$ cat src/rtl/fom_pkg.sv
// Shared types for the frame offset meter.
package fom_pkg;
    typedef enum logic [1:0] {
        ST_IDLE = 2'd0,
        ST_WAIT = 2'd1,
        ST_MEAS = 2'd2
    } fom_state_e;
endpackage

$ cat src/rtl/fom_arm.sv
// Start qualification: detects both edges of the start level and tracks
// how many frame pulses have been seen while start is low.
// Assumes start is already synchronous to clk.
module fom_arm #(
    parameter int ARM_FRAMES = 2
) (
    input  logic clk,
    input  logic rst_n,
    input  logic start,
    input  logic frame_pulse,
    output logic start_rise,
    output logic start_fall,
    output logic armed
);
    localparam int ARM_W = $clog2(ARM_FRAMES + 1);
    localparam logic [ARM_W-1:0] ARM_LIM = ARM_W'(ARM_FRAMES);

    logic             start_q;
    logic [ARM_W-1:0] low_frames;

    // Remember the previous start level so that edges can be found.
    always_ff @(posedge clk) begin
        if (!rst_n) start_q <= 1'b0;
        else        start_q <= start;
    end

    // Count frame pulses seen while start is low, saturating at the limit.
    always_ff @(posedge clk) begin
        if (!rst_n)
            low_frames <= '0;
        else if (start)
            low_frames <= '0;
        else if (frame_pulse && (low_frames != ARM_LIM))
            low_frames <= low_frames + 1'b1;
    end

    assign start_rise = start & ~start_q;
    assign start_fall = ~start & start_q;
    assign armed      = (low_frames == ARM_LIM);


    arm_bound_chk: assert property (@(posedge clk) disable iff (!rst_n)
        low_frames <= ARM_LIM);

    arm_clear_chk: assert property (@(posedge clk) disable iff (!rst_n)
        start |=> !armed);
endmodule

$ cat src/rtl/fom_halfcnt.sv
// Half-period counter: cleared on acceptance, advanced once per sampled
// half period. It flags all-ones so that the caller can saturate.
module fom_halfcnt #(
    parameter int HC_W = 12
) (
    input  logic            clk,
    input  logic            rst_n,
    input  logic            clr,
    input  logic            inc,
    output logic [HC_W-1:0] cnt,
    output logic            full
);
    // Clear or advance the half-period index.
    always_ff @(posedge clk) begin
        if (!rst_n)   cnt <= '0;
        else if (clr) cnt <= '0;
        else if (inc) cnt <= cnt + 1'b1;
    end

    assign full = &cnt;


    hc_no_wrap_chk: assert property (@(posedge clk) disable iff (!rst_n)
        (full && !clr) |=> (cnt != '0));
endmodule

$ cat src/rtl/fom_capture.sv
// Result register: clears on acceptance, captures the half index split into
// whole periods and phase, or loads the saturated code. Holds otherwise.
module fom_capture #(
    parameter int CNT_W = 11
) (
    input  logic             clk,
    input  logic             rst_n,
    input  logic             clr,
    input  logic             lat,
    input  logic             sat,
    input  logic [CNT_W:0]   half_idx,
    output logic [CNT_W-1:0] delay_cnt,
    output logic             half_phase,
    output logic             done
);
    // Update the result fields and the valid flag.
    always_ff @(posedge clk) begin
        if (!rst_n || clr) begin
            delay_cnt  <= '0;
            half_phase <= 1'b0;
            done       <= 1'b0;
        end else if (sat) begin
            delay_cnt  <= '1;
            half_phase <= 1'b1;
            done       <= 1'b1;
        end else if (lat) begin
            delay_cnt  <= half_idx[CNT_W:1];
            half_phase <= ~half_idx[0];
            done       <= 1'b1;
        end
    end


    sat_code_chk: assert property (@(posedge clk) disable iff (!rst_n)
        (sat && !clr) |=> (done && half_phase && (&delay_cnt)));
endmodule

$ cat src/rtl/frame_offset_meter.sv
// Frame input offset meter. After a qualified rising edge of start, it
// waits for a frame boundary, counts half bit periods (one per clk) until
// eval_n is first sampled low, and reports whole periods plus the phase.
// Assumes: clk period is half a bit period; frame_pulse is a 1-cycle strobe.
module frame_offset_meter
    import fom_pkg::*;
#(
    parameter int CNT_W      = 11,
    parameter int ARM_FRAMES = 2
) (
    input  logic             clk,
    input  logic             rst_n,
    input  logic             frame_pulse,
    input  logic             eval_n,
    input  logic             start,
    output logic [CNT_W-1:0] delay_cnt,
    output logic             half_phase,
    output logic             done
);
    localparam int HC_W = CNT_W + 1;

    fom_state_e      state, nxt;
    logic            start_rise, start_fall, armed, accept;
    logic            hc_inc, hc_full, cap_lat, cap_sat;
    logic [HC_W-1:0] hc_cnt;

    fom_arm #(.ARM_FRAMES(ARM_FRAMES)) u_arm (
        .clk(clk), .rst_n(rst_n), .start(start), .frame_pulse(frame_pulse),
        .start_rise(start_rise), .start_fall(start_fall), .armed(armed)
    );

    assign accept = start_rise & armed & (state == ST_IDLE);

    fom_halfcnt #(.HC_W(HC_W)) u_hc (
        .clk(clk), .rst_n(rst_n), .clr(accept), .inc(hc_inc),
        .cnt(hc_cnt), .full(hc_full)
    );

    fom_capture #(.CNT_W(CNT_W)) u_cap (
        .clk(clk), .rst_n(rst_n), .clr(accept), .lat(cap_lat), .sat(cap_sat),
        .half_idx(hc_cnt), .delay_cnt(delay_cnt), .half_phase(half_phase),
        .done(done)
    );

    // Measurement sequencing: wait for a boundary, then sample each half period.
    always_comb begin
        nxt     = state;
        hc_inc  = 1'b0;
        cap_lat = 1'b0;
        cap_sat = 1'b0;
        case (state)
            ST_IDLE: if (accept) nxt = ST_WAIT;
            ST_WAIT: begin
                if (start_fall) nxt = ST_IDLE;
                else if (frame_pulse) begin
                    if (!eval_n) begin
                        cap_lat = 1'b1;
                        nxt     = ST_IDLE;
                    end else begin
                        hc_inc = 1'b1;
                        nxt    = ST_MEAS;
                    end
                end
            end
            ST_MEAS: begin
                if (start_fall) nxt = ST_IDLE;
                else if (frame_pulse || (eval_n && hc_full)) begin
                    cap_sat = 1'b1;
                    nxt     = ST_IDLE;
                end else if (!eval_n) begin
                    cap_lat = 1'b1;
                    nxt     = ST_IDLE;
                end else begin
                    hc_inc = 1'b1;
                end
            end
            default: nxt = ST_IDLE;
        endcase
    end

    // State register.
    always_ff @(posedge clk) begin
        if (!rst_n) state <= ST_IDLE;
        else        state <= nxt;
    end


    accept_clear_chk: assert property (@(posedge clk) disable iff (!rst_n)
        accept |=> (!done && delay_cnt == '0 && !half_phase));

    result_hold_chk: assert property (@(posedge clk) disable iff (!rst_n)
        (done && !accept) |=> (done && $stable(delay_cnt) && $stable(half_phase)));

    unarmed_ignore_chk: assert property (@(posedge clk) disable iff (!rst_n)
        (state == ST_IDLE && start_rise && !armed) |=> (state == ST_IDLE));

    busy_not_done_chk: assert property (@(posedge clk) disable iff (!rst_n)
        (state != ST_IDLE) |-> !done);

    abort_chk: assert property (@(posedge clk) disable iff (!rst_n)
        (state != ST_IDLE && start_fall) |=> (state == ST_IDLE && !done));
endmodule

$ cat config.mk
export PLATFORM = sky130hd
export DESIGN_NAME = frame_offset_meter
export DESIGN_NICKNAME = d
export VERILOG_FILES = /design/src/rtl/fom_pkg.sv /design/src/rtl/fom_arm.sv /design/src/rtl/fom_halfcnt.sv /design/src/rtl/fom_capture.sv /design/src/rtl/frame_offset_meter.sv
export SDC_FILE = /design/constraint.sdc
export NUM_CORES = 1
export LEC_CHECK = 0
export CAP_MARGIN = 20
export CORE_UTILIZATION = 35
export DETAILED_ROUTE_END_ITERATION = 10
export DONT_BUFFER_PORTS = 1
export PLACE_DENSITY = 0.59
export SLEW_MARGIN = 10
export SYNTH_ARGS = -nofsm -noshare
export SYNTH_HDL_FRONTEND = slang
export SYNTH_SLANG_ARGS = --single-unit
$ cat constraint.sdc
create_clock -name clk -period 1.8 [get_ports clk]
set_input_delay 0.36 -clock clk [delete_from_list [all_inputs] [get_ports clk]]
set_output_delay 0.36 -clock clk [all_outputs]
set_load 0.01 [all_outputs]
==> results of run 1 <==
[critical path, stage by stage (launching register included)]
cell      delay, ns
dfxtp_4        0.39
inv_6          0.05
ha_4           0.16
buf_4          0.12
buf_4          0.12
nor2b_1        0.13
a21oi_1        0.15
a21boi_0       0.32
o221a_2        0.28
[cells by family (layout without fill, tap and decap cells)]
family | after synthesis | after routing | share of synthesized area, %
mux | 3 | 3 | 2.30
simple gates | 84 | 84 | 31.8
flops | 30 | 30 | 39.4
buf+inv | 15 | 40 | 4.27
fa+ha+maj | 5 | 5 | 4.11
compound gates | 41 | 41 | 17.5
xor+xnor | 1 | 1 | 0.575
[worst min path at each step]
stage,to,slack [ns],cells past startpoint
global route,u_arm.start_q,0.20,1
finish,u_arm.start_q,0.21,1
detailed placement,u_arm.start_q,0.50,1
global placement,u_arm.start_q,0.49,1
floorplan,u_hc.cnt[11],0.47,2
CTS,u_arm.start_q,0.20,1
[per-stage QoR]
step / std cells / setup WS, ns
detailed placement: 242 / 0.0000737
global route: 254 / -0.0745
global placement: 242 / 0.0561
floorplan: 179 / 0.0148
CTS: 249 / 0.00208
finish: 254 / 0.00695
[area by class of cell]
cell class | instances | area (sq um)
clock buffer | 6 | 82.6
clock inverter | 1 | 30.0
fill | 416 | 2100
inverter | 6 | 30.0
multi-input combinational | 134 | 927
sequential | 30 | 608
tap | 50 | 62.6
timing repair buffer | 27 | 249
[registers in the layout, indices dropped and copies added, names as in the netlist]
signal            cells
state                 2
u_cap.done            1
u_hc.cnt             12
u_cap.delay_cnt      11
u_arm.low_frames      2
u_cap.half_phase      1
u_arm.start_q         1
[placed cells by master, fill, tap and decap left out, types with 2 or more instances in the layout]
master,synthesis,final
nand2_1,32,31
dfxtp_1,30,28
buf_4,1,23
a31oi_1,12,12
a21oi_1,12,10
nand3_1,7,7
o31ai_1,8,7
or4_1,8,7
clkbuf_8,0,6
nor2_1,5,5
inv_1,6,4
nand2b_1,4,4
nand4_1,3,3
nor2b_1,3,3
or3_1,3,3
and4_1,4,3
ha_4,0,3
a21oi_2,0,2
nand3b_1,2,2
o21ai_0,2,2
nor3_1,2,2
nor4_1,2,2
mux2i_1,2,2
buf_12,0,2
dfxtp_4,0,2
[repair_timing]
item,4_1_cts,5_1_grt
endpoints found under the setup margin,5,23
hold endpoints to repair,0,0
setup buffers,0,4
cloned,0,1
hold buffers,0,0
pin swaps,2,8
resized for setup,5,19
[synthesized netlist by cell type (all sizes together) (2+ instances only)]
cell type / instances
nand2b: 4
inv: 6
clkbuf: 5
buf: 4
o21ai: 2
nand2: 32
or3: 4
and4: 4
nor3: 2
nand4: 5
nand3: 7
a21oi: 12
o31ai: 8
ha: 5
a31oi: 12
mux2i: 2
nand3b: 2
nor2: 5
or4: 8
nor2b: 3
nor4: 3
dfxtp: 30
[layer usage]
layer	vias up	part of all wire [%]
met2	30	49
met4	0	2.8
li1	719	-
met3	12	4.1
met1	705	44
met5	-	0
[power by group through the flow]
stage | clock network (mW) | logic, mW | registers, mW
after floorplan | 0 | 0.0382 | 0.685
after detailed placement | 0 | 0.0463 | 0.686
final | 0.691 | 0.0522 | 0.669
after global routing | 0.721 | 0.0575 | 0.669
after CTS | 0.700 | 0.0483 | 0.671
after global placement | 0 | 0.0432 | 0.685
==> flow_metrics.tcl, run 1 <==
set metrics [dict create \
    required_ns 2.01 \
    mappedNetlistArea_sq_um 1520 \
    period_share_pct 99.6 \
    grt.met3_usage_pct 4.67 \
    seqPwrFrac_pct 47.4 \
    rsz0062_at_grt "true" \
    first_pass_iters 4 \
    coreArea_sq_um 4090 \
    ys_seq_elements 30 \
    drc 0 \
    die_w_um 68.0 \
    wl_um 4050 \
    use_met2_pct 31.0 \
    synth_cell_type_count 41 \
    num_rows 23 \
    r2r_start "state[1]" \
    gr-total-overflow 0 \
    ff2ff_path_depth 8 \
    grt_pass1_vias 1435 \
    run_status "finished, final reports clean" \
    cts-buffers-inserted 5 \
    power_frac_comb_pct 3.7 \
    drv_cap 0 \
    tightest_slew_ns 0.495 \
    gp_congestion 0.818 \
    ant_nets 0 \
    critPathKind "flop to flop" \
    arrival_ns 2.01 \
    synth_enable_flop_cells 0 \
    stdcell_area_sq_um 1990 \
    r2r_slack_ns 0.007 \
    clock.fmax_mhz 558 \
    hp-class "primary input to flop" \
    p_leak_nw 0.689 \
    clk_pin_slew_ns 0.06 \
    slew_headroom_pct 66.1 \
    ys_top_cells_by_area "dfxtp_1, nand2_1, a31oi_1" \
    syn_area_per_cell_sq_um 8.51 \
    hold_slack_ns 0.205 \
    grt_usage_pct 18.1 \
    drt_iter0_drc 80 \
    intPower_mw 1.13 \
    seq_area_frac_synth_pct 39.4 \
    initial_core_util_pct 37.3 \
    die_y_um 68.0 \
    clock_skew_ns 0.00493 \
    critPathMaxFanout 3 \
    synth_cells 179 \
    grt_max_degree 24 \
    synth_ff_type "dfxtp_1" \
    viasPerCell 5.77 \
    cp-end-kind "flop" \
    ir_drop_mv 0.296 \
    critPathLaunch "state[1]" \
    ys_async_sr_fraction_pct 0 \
    fin_nets 214 \
    cts_tree "built" \
    dpl.hpwl_um 2700 \
    htree_levels 2 \
    syn2layout_area_growth_pct 30.6 \
    drive_gt1_share_pct 27.0 \
    insertion_delay_ns 0.28 \
    dieArea_sq_um 4620 \
    clockRootBuffer "clkbuf_8" \
    period_needed_ns 1.79 \
    wire_per_inst_um 15.9 \
    start_kind "flop" \
    grt_util_met1_pct 20.2 \
    synth_top_area_share_pct 39.4 \
    cts.sinks 30 \
    grt_antenna_before_repair 0 \
    switching_share_pct 20.0 \
    num_vias 1466 \
    switching_power_uw 282 \
    ios 18 \
    p_per_area_nw_per_um2 710 \
    grt_pass1_wl_um 6170 \
    min-delay-start "start" \
    finalPower_mw 1.41 \
    syn_nets 189 \
    placed_area_sq_um 1730 \
    ys_warn_count 0 \
    setup_tns_ns 0 \
    top_usage_layer "met2" \
    final_util_pct 48.7 \
    antennaDiodeCount 0 \
    crit_end "state[0]" \
    cts_max_path_buffers 2 \
    r2r_end "state[0]" \
    portBuffers 0 \
    report.final.slew_viol_count 0 \
    p_clk_share_pct 48.9 \
    synth_top_cell_by_area "dfxtp_1" \
    setup_violations 0 \
    finalHoldViolations 0 \
]
No activity file was read; power rests on OpenSTA's default activity.
==> run 2, diff against run 1 <==
==> constraint.sdc (replaced) <==
create_clock -name clk -period 1.8 [get_ports clk]
set_input_delay 0.09 -clock clk [delete_from_list [all_inputs] [get_ports clk]]
set_output_delay 0.09 -clock clk [all_outputs]
set_load 0.01 [all_outputs]
==> run 2 against run 1 <==
Die area is the same; clock skew is essentially flat; critical path depth is the same; register-to-register slack is essentially flat; utilization grew 0.73 points; sequential cell count is the same.
==> flow_metrics.tcl, run 2 (synthesis results as in run 1) <==
set metrics [dict create \
    insertion_delay_ns 0.28 \
    slowest_delay_ns 0.38 \
    num_rows 23 \
    gp_congestion 0.818 \
    top_usage_layer "met2" \
    rsz0062_at_grt "true" \
    cts.sinks 30 \
    portBuffers 0 \
    mostFrequentLayoutCells "nand2_1, dfxtp_1, buf_4" \
    hp-class "primary input to flop" \
    gr-total-overflow 0 \
    drive_gt1_share_pct 26.6 \
    grt_pass1_vias 1429 \
    drv_cap 0 \
    grt_antenna_before_repair 0 \
    pre_cts_ws_ns 0.0000737 \
    coreArea_sq_um 4090 \
    clk_pin_slew_ns 0.06 \
    crit_buf_inv 3 \
    drc 0 \
    critPathMaxFanout 3 \
    regMostFlops "u_hc.cnt" \
    setup_violations 0 \
    critPathKind "flop to flop" \
    cp-end-kind "flop" \
    drt_iter0_drc 55 \
    dpl.hpwl_um 2700 \
    first_pass_iters 4 \
    use_met2_pct 31.1 \
    grt.met3_usage_pct 4.67 \
    cp_slowest_cell "dfxtp_4" \
    die_y_um 68.0 \
    period_share_pct 99.2 \
    setup_slack_ns 0.0143 \
    cts_max_path_buffers 2 \
    grt_util_met1_pct 20.9 \
    clockRootBuffer "clkbuf_8" \
    clock_skew_ns 0.00535 \
    tightest_slew_ns 0.482 \
    period_needed_ns 1.79 \
    required_ns 2.01 \
    arrival_ns 2.00 \
    largest_register_ffs 12 \
    grt_pass1_wl_um 6270 \
    die_w_um 68.0 \
    p_leak_nw 0.703 \
    start_kind "flop" \
    slew_headroom_pct 67.0 \
    final_common_cell "nand2_1" \
    viasPerCell 5.73 \
    initial_core_util_pct 37.3 \
    crit_family "compound AO/OA/AOI/OAI gates" \
    fin_nets 217 \
    p_per_area_nw_per_um2 702 \
    ir_drop_mv 0.296 \
    finalPower_mw 1.42 \
    cts_tree "built" \
    ant_nets 0 \
    ios 18 \
    top_regs "u_hc.cnt (12), u_cap.delay_cnt (11)" \
    num_vias 1473 \
    grt_usage_pct 18.3 \
    syn2layout_area_growth_pct 32.6 \
    wl_um 4050 \
    grt_max_degree 24 \
    path_cells "inv_6, ha_4, buf_4, buf_4, nor2b_1, a21oi_1, a21boi_0, o221a_2" \
    crit_path_frequent_cell "buf_4" \
    antennaDiodeCount 0 \
    dieArea_sq_um 4620 \
    clock.fmax_mhz 560 \
    htree_levels 2 \
    cts-buffers-inserted 5 \
    run_status "finished, final reports clean" \
    report.final.slew_viol_count 0 \
    finalHoldViolations 0 \
    wire_per_inst_um 15.8 \
]
==> run 2: cell types whose count changed in the layout (fill, tap and decap cells not counted) <==
cell / change
dlygate4sd3_1: +3
==> run 2: worst register-to-register path: cells and delay by family, from the launching register on <==
family	cells	cell delay, ns
compound gates	3	0.75
flops	1	0.38
buf+inv	3	0.29
fa+ha+maj	1	0.16
simple gates	1	0.13
==> run 2: what timing repair did <==
item,CTS,global route
hold endpoints to repair,5,0
resized for setup,5,19
pin swaps,2,8
setup buffers,0,4
cloned,0,1
endpoints found under the setup margin,5,23
hold buffers,3,0
==> run 2: where the power goes <==
part,leakage (nW),internal [mW],switching [mW]
registers,0.244,0.665,0.00381
clock network,0.0573,0.442,0.248
logic,0.402,0.0267,0.0313
total,0.703,1.13,0.283
==> run 2: per-stage QoR <==
| stage | hold WS, ns | instances | util, % | setup TNS (ns) | cell area [sq um] |
|---|---|---|---|---|---|
| after CTS | 0.00358 | 252 | 46.4 | 0 | 1890 |
| after floorplan | 0.212 | 179 | - | 0 | 1520 |
| after global placement | 0.216 | 242 | 42.4 | 0 | 1730 |
| after detailed placement | 0.227 | 242 | 42.4 | 0 | 1730 |
| final | 0.0148 | 257 | 49.4 | 0 | 2020 |
| after global routing | 0.0445 | 257 | 49.4 | -0.0888 | 2020 |
==> run 2: layer usage <==
metal | vias up | wire length [um] | share of wire [%]
li1 | 725 | - | -
met1 | 702 | 1780 | 44
met2 | 34 | 1990 | 49
met3 | 12 | 174 | 4.3
met4 | 0 | 105 | 2.6
met5 | - | 0 | 0
==> run 2: final timing paths <==
check,cells after the start,slack [ns],startpoint,endpoint
worst max-delay path,8,0.01,state[1],state[0]
worst max register to register,8,0.01,state[1],state[0]
worst min-delay path,2,0.01,start,u_arm.low_frames[0]
worst min register to register,2,0.52,u_arm.low_frames[1],u_arm.low_frames[1]
==> run 2: final cells by class <==
type | instances | area [sq um]
Inverter | 6 | 30.0
Sequential cell | 30 | 608
Tap cell | 50 | 62.6
Timing Repair Buffer | 30 | 279
Fill cell | 406 | 2070
Clock buffer | 6 | 82.6
Clock inverter | 1 | 30.0
Multi-Input combinational cell | 134 | 927
